[src/rtl/fb_seq_pkg.sv]
package fb_seq_pkg;

   typedef enum logic [1:0] {
      DG_OFF = 2'd0,
      DG_PRE = 2'd1,
      DG_A   = 2'd2,
      DG_B   = 2'd3
   } diag_e;

   typedef struct packed {
      logic l1;
      logic h1;
      logic l2;
      logic h2;
   } gate_t;

   function automatic gate_t diag_gates(input diag_e d);
      gate_t g;
      g = '0;
      case (d)
         DG_PRE:  begin g.l1 = 1'b1; g.l2 = 1'b1; end
         DG_A:    begin g.l1 = 1'b1; g.h2 = 1'b1; end
         DG_B:    begin g.l2 = 1'b1; g.h1 = 1'b1; end
         default: g = '0;
      endcase
      return g;
   endfunction

endpackage

[src/rtl/fb_supply_guard.sv]
module fb_supply_guard (
   input  logic clk,
   input  logic rst_n,
   input  logic vgood_rise,
   input  logic vlow_fall,
   input  logic trip_in,
   output logic uv_q,
   output logic fault_q
);

   always_ff @(posedge clk or negedge rst_n) begin
      if (!rst_n) begin
         uv_q    <= 1'b1;
         fault_q <= 1'b0;
      end else begin
         if (uv_q) begin
            if (vgood_rise) uv_q <= 1'b0;
         end else if (vlow_fall) begin
            uv_q <= 1'b1;
         end
         if (uv_q)         fault_q <= 1'b0;
         else if (trip_in) fault_q <= 1'b1;
      end
   end

endmodule

[src/rtl/fb_ramp_gen.sv]
module fb_ramp_gen
   import fb_seq_pkg::*;
#(
   parameter int RAMP_W = 8,
   parameter int STEP   = 1
) (
   input  logic              clk,
   input  logic              rst_n,
   input  logic              stop,
   input  logic              hold,
   output logic [RAMP_W-1:0] ramp_q,
   output diag_e             want
);

   localparam int FULL = 1 << RAMP_W;
   localparam int LOW  = FULL / 3;
   localparam int HIGH = 2 * LOW;
   localparam logic [RAMP_W-1:0] LOW_V  = RAMP_W'(LOW);
   localparam logic [RAMP_W-1:0] HIGH_V = RAMP_W'(HIGH);
   localparam logic [RAMP_W-1:0] STEP_V = RAMP_W'(STEP);

   logic up_q;

   always_ff @(posedge clk or negedge rst_n) begin
      if (!rst_n) begin
         ramp_q <= '0;
         up_q   <= 1'b1;
      end else if (stop || hold) begin
         ramp_q <= '0;
         up_q   <= 1'b1;
      end else if (up_q) begin
         if (ramp_q >= HIGH_V) begin
            up_q   <= 1'b0;
            ramp_q <= ramp_q - STEP_V;
         end else begin
            ramp_q <= ramp_q + STEP_V;
         end
      end else begin
         if (ramp_q <= LOW_V) begin
            up_q   <= 1'b1;
            ramp_q <= ramp_q + STEP_V;
         end else begin
            ramp_q <= ramp_q - STEP_V;
         end
      end
   end

   always_comb begin
      if (stop)                         want = DG_OFF;
      else if (up_q && ramp_q < LOW_V)  want = DG_PRE;
      else if (up_q)                    want = DG_A;
      else                              want = DG_B;
   end

endmodule

[src/rtl/fb_dead_gap.sv]
module fb_dead_gap
   import fb_seq_pkg::*;
#(
   parameter int DEAD = 8
) (
   input  logic  clk,
   input  logic  rst_n,
   input  diag_e want,
   output gate_t gates
);

   diag_e held_q;
   logic  quiet;

   always_ff @(posedge clk or negedge rst_n) begin
      if (!rst_n)              held_q <= DG_OFF;
      else if (want != held_q) held_q <= want;
   end

   generate
      if (DEAD == 1) begin : g_single
         assign quiet = 1'b1;
      end else begin : g_count
         localparam int CW = $clog2(DEAD);
         logic [CW-1:0] cnt_q;
         always_ff @(posedge clk or negedge rst_n) begin
            if (!rst_n)              cnt_q <= '0;
            else if (want != held_q) cnt_q <= CW'(DEAD - 1);
            else if (cnt_q != '0)    cnt_q <= cnt_q - 1'b1;
         end
         assign quiet = (cnt_q == '0);
      end
   endgenerate

   assign gates = (want == held_q && quiet) ? diag_gates(held_q) : '0;

endmodule

[src/rtl/fb_deadtime_seq.sv]
module fb_deadtime_seq
   import fb_seq_pkg::*;
#(
   parameter int RAMP_W  = 8,
   parameter int STEP    = 1,
   parameter int DT_CYC  = 8,
   parameter bit DT_HALF = 1'b0
) (
   input  logic clk,
   input  logic rst_n,
   input  logic vgood_rise,
   input  logic vlow_fall,
   input  logic ramp_hold,
   input  logic trip_in,
   output logic leg1_low,
   output logic leg1_high,
   output logic leg2_low,
   output logic leg2_high
);

   localparam int LOW      = (1 << RAMP_W) / 3;
   localparam int DEAD_EFF = DT_HALF ? DT_CYC / 2 : DT_CYC;

   generate
      if (RAMP_W < 4 || RAMP_W > 30) begin : g_bad_width
         $error("RAMP_W must lie between 4 and 30");
      end
      if (STEP < 1 || (LOW % STEP) != 0) begin : g_bad_step
         $error("STEP must be positive and divide the lower threshold");
      end
      if (DEAD_EFF < 1) begin : g_bad_dead
         $error("effective dead time must be at least one cycle");
      end
      if (LOW / STEP <= DEAD_EFF) begin : g_bad_ratio
         $error("half period must exceed the dead time");
      end
   endgenerate

   logic              uv_q;
   logic              fault_q;
   logic [RAMP_W-1:0] ramp_q;
   diag_e             want;
   gate_t             gates;

   fb_supply_guard u_guard (
      .clk        (clk),
      .rst_n      (rst_n),
      .vgood_rise (vgood_rise),
      .vlow_fall  (vlow_fall),
      .trip_in    (trip_in),
      .uv_q       (uv_q),
      .fault_q    (fault_q)
   );

   fb_ramp_gen #(.RAMP_W(RAMP_W), .STEP(STEP)) u_ramp (
      .clk    (clk),
      .rst_n  (rst_n),
      .stop   (uv_q | fault_q),
      .hold   (ramp_hold),
      .ramp_q (ramp_q),
      .want   (want)
   );

   fb_dead_gap #(.DEAD(DEAD_EFF)) u_gap (
      .clk   (clk),
      .rst_n (rst_n),
      .want  (want),
      .gates (gates)
   );

   assign leg1_low  = gates.l1;
   assign leg1_high = gates.h1;
   assign leg2_low  = gates.l2;
   assign leg2_high = gates.h2;

endmodule

[config.mk]
export PLATFORM = sky130hd
export DESIGN_NAME = fb_deadtime_seq
export DESIGN_NICKNAME = d
export VERILOG_FILES = /design/src/rtl/fb_seq_pkg.sv /design/src/rtl/fb_supply_guard.sv /design/src/rtl/fb_ramp_gen.sv /design/src/rtl/fb_dead_gap.sv /design/src/rtl/fb_deadtime_seq.sv
export SDC_FILE = /design/constraint.sdc
export NUM_CORES = 1
export LEC_CHECK = 0
export ABC_AREA = 1
export BUFFER_PORTS_ARGS = -buffer_cell sky130_fd_sc_hd__buf_2
export CORE_UTILIZATION = 60
export DETAILED_ROUTE_END_ITERATION = 12
export PLACE_DENSITY = 0.8
export SETUP_SLACK_MARGIN = 0.15
export SKIP_CTS_REPAIR_TIMING = 1
export SKIP_LAST_GASP = 1
export SLEW_MARGIN = 20
export SYNTH_ARGS = -nofsm -noshare
export SYNTH_HDL_FRONTEND = slang
export SYNTH_HIERARCHICAL = 1
export SYNTH_SLANG_ARGS = --single-unit
[constraint.sdc]
create_clock -name clk -period 5.1 [get_ports clk]
set_clock_uncertainty 0.15 [all_clocks]
set_input_delay 1.275 -clock clk [delete_from_list [all_inputs] [get_ports clk]]
set_output_delay 1.275 -clock clk [all_outputs]
set_load 0.005 [all_outputs]
# Yosys cells after proc, flatten, opt, wreduce, memory -nomap -nowiden
# Index checks and enable logic that the tools add are counted.
# totals
reg_bits,16
input_bits,6
output_inout_bits,4
word_cells,50
# op_classes
addsub,3
order_cmp,3
n_eq_ne,5
mux,23
n_bitwise,1
reduce_logical,9
# ops
cell,n
2-to-1 mux 8 bit,4
2-to-1 mux 1 bit,14
adder 8 x 1 -> 8 bit (second input constant),1
greater-or-equal comparator 8 bit (second input constant),1
<= comparator 8 x 7 -> 1 bit (second input constant),1
< comparator 8 x 7 -> 1 bit (second input constant),1
subtractor 8 x 1 -> 8 bit (second input constant),1
2-to-1 mux 3 bit,2
== test 2 bit (second input constant),2
2-to-1 mux 2 bit,2
2-to-1 mux 4 bit,1
nonzero test 2 bit,2
OR reduction 2 bit,2
logical NOT 3 bit,1
nonzero test 3 bit,1
subtractor 3 x 1 -> 3 bit (second input constant),1
== test 2 x 1 -> 1 bit (second input constant),1
== test 2 bit,1
logical AND 1 bit,2
inequality test 2 bit,1
logical OR 1 bit,1
bitwise OR 1 bit,1

# Longest topological paths before layout
# logic_depth
word_depth,7
ltp_mapped,11
ltp_nobuf,11

# Modules after synthesis
# The synthesis kept the hierarchy.
# modules_own_cells
module,n_inst,cells_each,area_per_inst_um2,seq_area_each_um2
fb_ramp_gen,1,116,809.5,226.5
fb_dead_gap,1,43,344.1,125.1
fb_supply_guard,1,9,77.6,51.3
fb_deadtime_seq,1,3,11.3,0.0

# Worst setup path before layout
# OpenSTA, ideal clock, no wires.
# synth_path
kind,register -> output
start,reg u_ramp.ramp_q[1]
end,out leg1_high
arrival_time_ns,1.470
required_ns,3.675
setup_slack_ns,2.205
path_stages_with_launch,11
path_buffers,0
path_cell_list,dfrtp_1 inv_1 ha_1 o21ai_2 nand2_1 nand2_2 o21bai_1 inv_1 xnor2_2 nand3_2 nor2_1
# synth_via
elab_chain_len,7
# synth_rtl
element,line_no,rtl
"start, declared",fb_ramp_gen.sv:11,"output logic [RAMP_W-1:0] ramp_q,"
"start signal, assigned",fb_ramp_gen.sv:34,ramp_q <= ramp_q - STEP_V;
"start signal, assigned",fb_ramp_gen.sv:36,ramp_q <= ramp_q + STEP_V;
"start signal, assigned",fb_ramp_gen.sv:41,ramp_q <= ramp_q + STEP_V;
< comparator 8 x 7 -> 1 bit,fb_ramp_gen.sv:50,else if (up_q && ramp_q < LOW_V) want = DG_PRE;
logical AND 1 bit,fb_ramp_gen.sv:50,
2-to-1 mux 2 bit,fb_ramp_gen.sv:50,
2-to-1 mux 2 bit,fb_ramp_gen.sv:49,if (stop) want = DG_OFF;
net want[1],fb_deadtime_seq.sv:42,diag_e want;
== test 2 bit,fb_dead_gap.sv:35,assign gates = (want == held_q && quiet) ? diag_gates(held_q) : '0;
logical AND 1 bit,fb_dead_gap.sv:35,
2-to-1 mux 4 bit,fb_dead_gap.sv:35,
"end, declared",fb_deadtime_seq.sv:16,"output logic leg1_high,"
# The timed path passes the listed nets, and every way through them passes these cells.

# Final worst setup path
# layout_path
start,reg u_ramp.ramp_q[0]
end,out leg1_high
# Same word-level chain as after synthesis.

==> flow_metrics.py <==
metrics = {
    "outcome": {
        "status": "finished, final reports clean",
    },
    "route": {
        "dr.pass1.iters": 4,
        "ant_nets": 0,
        "drc_errors": 0,
        "drt-total-wl_um": 2160,
        "vias": 998,
        "viasPerCell": 4.87,
        "avgRoutedWirePerCell_um": 10.5,
        "drtIter0Drc": 33,
    },
    "synthesis": {
        "synth_cells": 171,
        "synthXorXnorAreaFrac": 0.0765,
        "synth-seq-cells": 16,
        "syn_area_um2": 1240,
        "yosysUniqueCellTypes": 24,
        "yosys_warnings": 6,
        "synth_compound_area_frac": 0.0594,
        "synth_top_family_by_area": "simple AND/OR/NAND/NOR gates",
        "synth-simple-area-share": 0.325,
        "yosysSeqAreaShare": 0.324,
        "syn_area_per_cell_um2": 7.27,
        "synthAdderAreaFrac": 0.0906,
        "syn-num-nets": 186,
        "muxShareOfSynthArea": 0,
    },
    "clocking": {
        "cts_buffers": 3,
        "clk_latency_ns": 0.29,
        "htreeDepth": 1,
        "cts_num_sinks": 16,
        "clk_pin_slew_ns": 0.10,
        "cts_max_path_buffers": 2,
        "cts_root_buf": "clkbuf_4",
        "cts_tree": "done",
    },
    "timing": {
        "tns_ns": 0,
        "slew_headroom": 0.593,
        "min_period_over_period": 0.689,
        "setup_viol": 0,
        "fmax_mhz": 285,
        "rsz0062_at_grt": "false",
        "hold_viol_final": 0,
        "slew_viol_final": 0,
        "worstMarginPinSlew_ns": 0.609,
        "min_period_ns": 3.51,
    },
    "placement": {
        "hpwl_um": 1650,
        "gp_congestion": 0.909,
        "io_buffers": 9,
    },
    "global_route": {
        "grt_max_degree": 17,
        "antenna_found_initial": 0,
        "grt_pass1_wl_um": 3530,
        "grt_overflow": 0,
        "groute.usage.overall": 0.225,
        "grt_pass1_vias": 869,
    },
    "cells_and_area": {
        "fill_cells": 178,
        "syn2layout_area_growth_pct": 5.64,
        "utilization": 0.669,
        "regArea_um2": 403,
        "multi_input_area_um2": 686,
        "layout-drive-gt1-share": 0.180,
        "antenna_cells": 0,
        "layout.nets": 194,
    },
    "setup_path": {
        "crit_path_start": "u_ramp/ramp_q[0]",
        "worstPathArrival_ns": 2.09,
        "path_cells": "inv_1 > ha_1 > o21ai_2 > nand2_1 > nand2_2 > a21oi_1 > nand2_1 > nand2_1 > nand3_2 > nor2_1 > buf_2",
        "max_stage_delay_ns": 0.43,
        "worstSetupPathDepth": 11,
        "crit_end": "leg1_high",
        "reg2reg_from": "u_ramp/ramp_q[0]",
        "crit_type": "reg2out",
        "crit_path_frequent_cell": "nand2_1",
        "worst_path_max_delay_cell": "dfrtp_1",
        "reg2reg_slack_ns": 3.15,
        "r2r_end": "u_ramp/ramp_q[6]",
        "cp_top_family": "simple AND/OR/NAND/NOR gates",
        "cp_max_fo": 5,
        "crit_buf_inv": 2,
        "worstPathRequired_ns": 3.67,
        "end_kind": "output port",
        "critical_path.startpoint_type": "flip-flop",
        "r2r_cells": 11,
    },
    "floorplan": {
        "rows": 16,
        "initial_core_util": 0.633,
        "pin_count": 10,
        "coreArea_um2": 1960,
        "die_h_um": 47.5,
        "die_w_um": 47.5,
        "die_area_um2": 2260,
    },
    "power": {
        "p_leak_nw": 0.783,
        "ir_worst_vdd_mv": 0.168,
        "power_density_nw_per_um2": 239,
    },
    "flow_run": {
        "max-cap-violations": 0,
    },
    "hold_path": {
        "hold_class": "reg2reg",
    },
}
where the power goes:
part | switching (W) | internal (W)
combinational | 0.0000473 | 0.0000303
clock | 0.0000410 | 0.0000435
sequential | 0.00000919 | 0.000142
metrics by stage:
step	hold slack, ns	std cells	setup slack [ns]	power (W)	cell area (um^2)
floorplan	0.311	171	2.20	0.000213	1240
global placement	0.323	201	2.02	0.000227	1280
detailed placement	0.333	201	1.90	0.000231	1280
CTS	0.348	205	1.56	0.000319	1310
global route	0.363	205	1.39	0.000337	1310
finish	0.344	205	1.59	0.000313	1310
worst reg2reg max path, cell delays in order (launching register included):
cell and delay, ns:
dfrtp_1 0.42, inv_1 0.11, ha_1 0.21, inv_1 0.05, nand2_1 0.06, nand3_1 0.08
nand2_1 0.06, nand2_1 0.35, nand2_1 0.17, nand2_1 0.09, nand2_1 0.04, nor2_1 0.10
cell usage in the layout (no fill, tap or decap), types with 2 or more instances in the layout:
| cell | n |
|---|---|
| buf_2 | 9 |
| nand3_1 | 5 |
| o21ai_0 | 2 |
| nand2_1 | 38 |
| clkbuf_4 | 3 |
| nand3_2 | 7 |
| a21oi_1 | 8 |
| ha_1 | 9 |
| nand2_2 | 4 |
| nor2_1 | 31 |
| dfstp_2 | 2 |
| dfrtp_1 | 14 |
| inv_1 | 27 |
| xor2_1 | 8 |
| inv_2 | 2 |
Yosys cell counts:
cell type | n | share of area
nand3_1 | 5 | 0.020
a211oi_1 | 1 | 0.0060
o21bai_1 | 1 | 0.0060
clkbuf_1 | 2 | 0.0060
buf_4 | 2 | 0.012
o21ai_2 | 1 | 0.0071
a21oi_1 | 8 | 0.032
xor2_1 | 8 | 0.056
nor3_1 | 1 | 0.0040
dfstp_2 | 2 | 0.042
nand3_2 | 7 | 0.056
dfrtp_1 | 14 | 0.28
nand2_1 | 38 | 0.11
nor2_4 | 1 | 0.0091
ha_1 | 9 | 0.091
xnor2_2 | 1 | 0.013
buf_6 | 2 | 0.018
xnor2_1 | 1 | 0.0071
inv_1 | 27 | 0.082
and2_4 | 1 | 0.0071
nor2_1 | 31 | 0.094
inv_2 | 2 | 0.0060
nand2_2 | 4 | 0.020
o21ai_0 | 2 | 0.0081
area by class of cell:
cell class,count,share of cell area
multi-input combinational,120,0.522
sequential,16,0.307
inverter,29,0.0829
timing repair buffer,9,0.0343
clock buffer,4,0.0276
tap,27,0.0257
sequential cells by signal, indices dropped and copies added, names as in the netlist:
signal,flops
u_gap/held_q,2
u_guard/fault_q,1
u_ramp/up_q,1
u_ramp/ramp_q,8
u_guard/uv_q,1
u_gap/g_count.cnt_q,3
per-layer routing:
layer  track usage  up-vias  wire length, um  share of wire
li1              -      525                -              -
met1         0.309      446             1050           0.49
met2         0.356       23              983           0.45
met3        0.0340        4              102          0.047
met4        0.0857        0               21         0.0097
met5             0        -                0              0
cells by family after synthesis:
group	Yosys count
AO/OA/AOI/OAI	13
XOR/XNOR	10
adder cells (fa/ha/maj)	9
buffers and inverters	35
flip-flops	16
AND/OR/NAND/NOR	88
worst min path at each step:
stage                 startpoint  depth (start not counted)            to
floorplan           u_guard/uv_q                          2  u_guard/uv_q
global placement    u_guard/uv_q                          2  u_guard/uv_q
detailed placement  u_guard/uv_q                          2  u_guard/uv_q
CTS                 u_guard/uv_q                          2  u_guard/uv_q
global route        u_guard/uv_q                          2  u_guard/uv_q
finish              u_guard/uv_q                          2  u_guard/uv_q
Power figures use the tool's default switching activity.
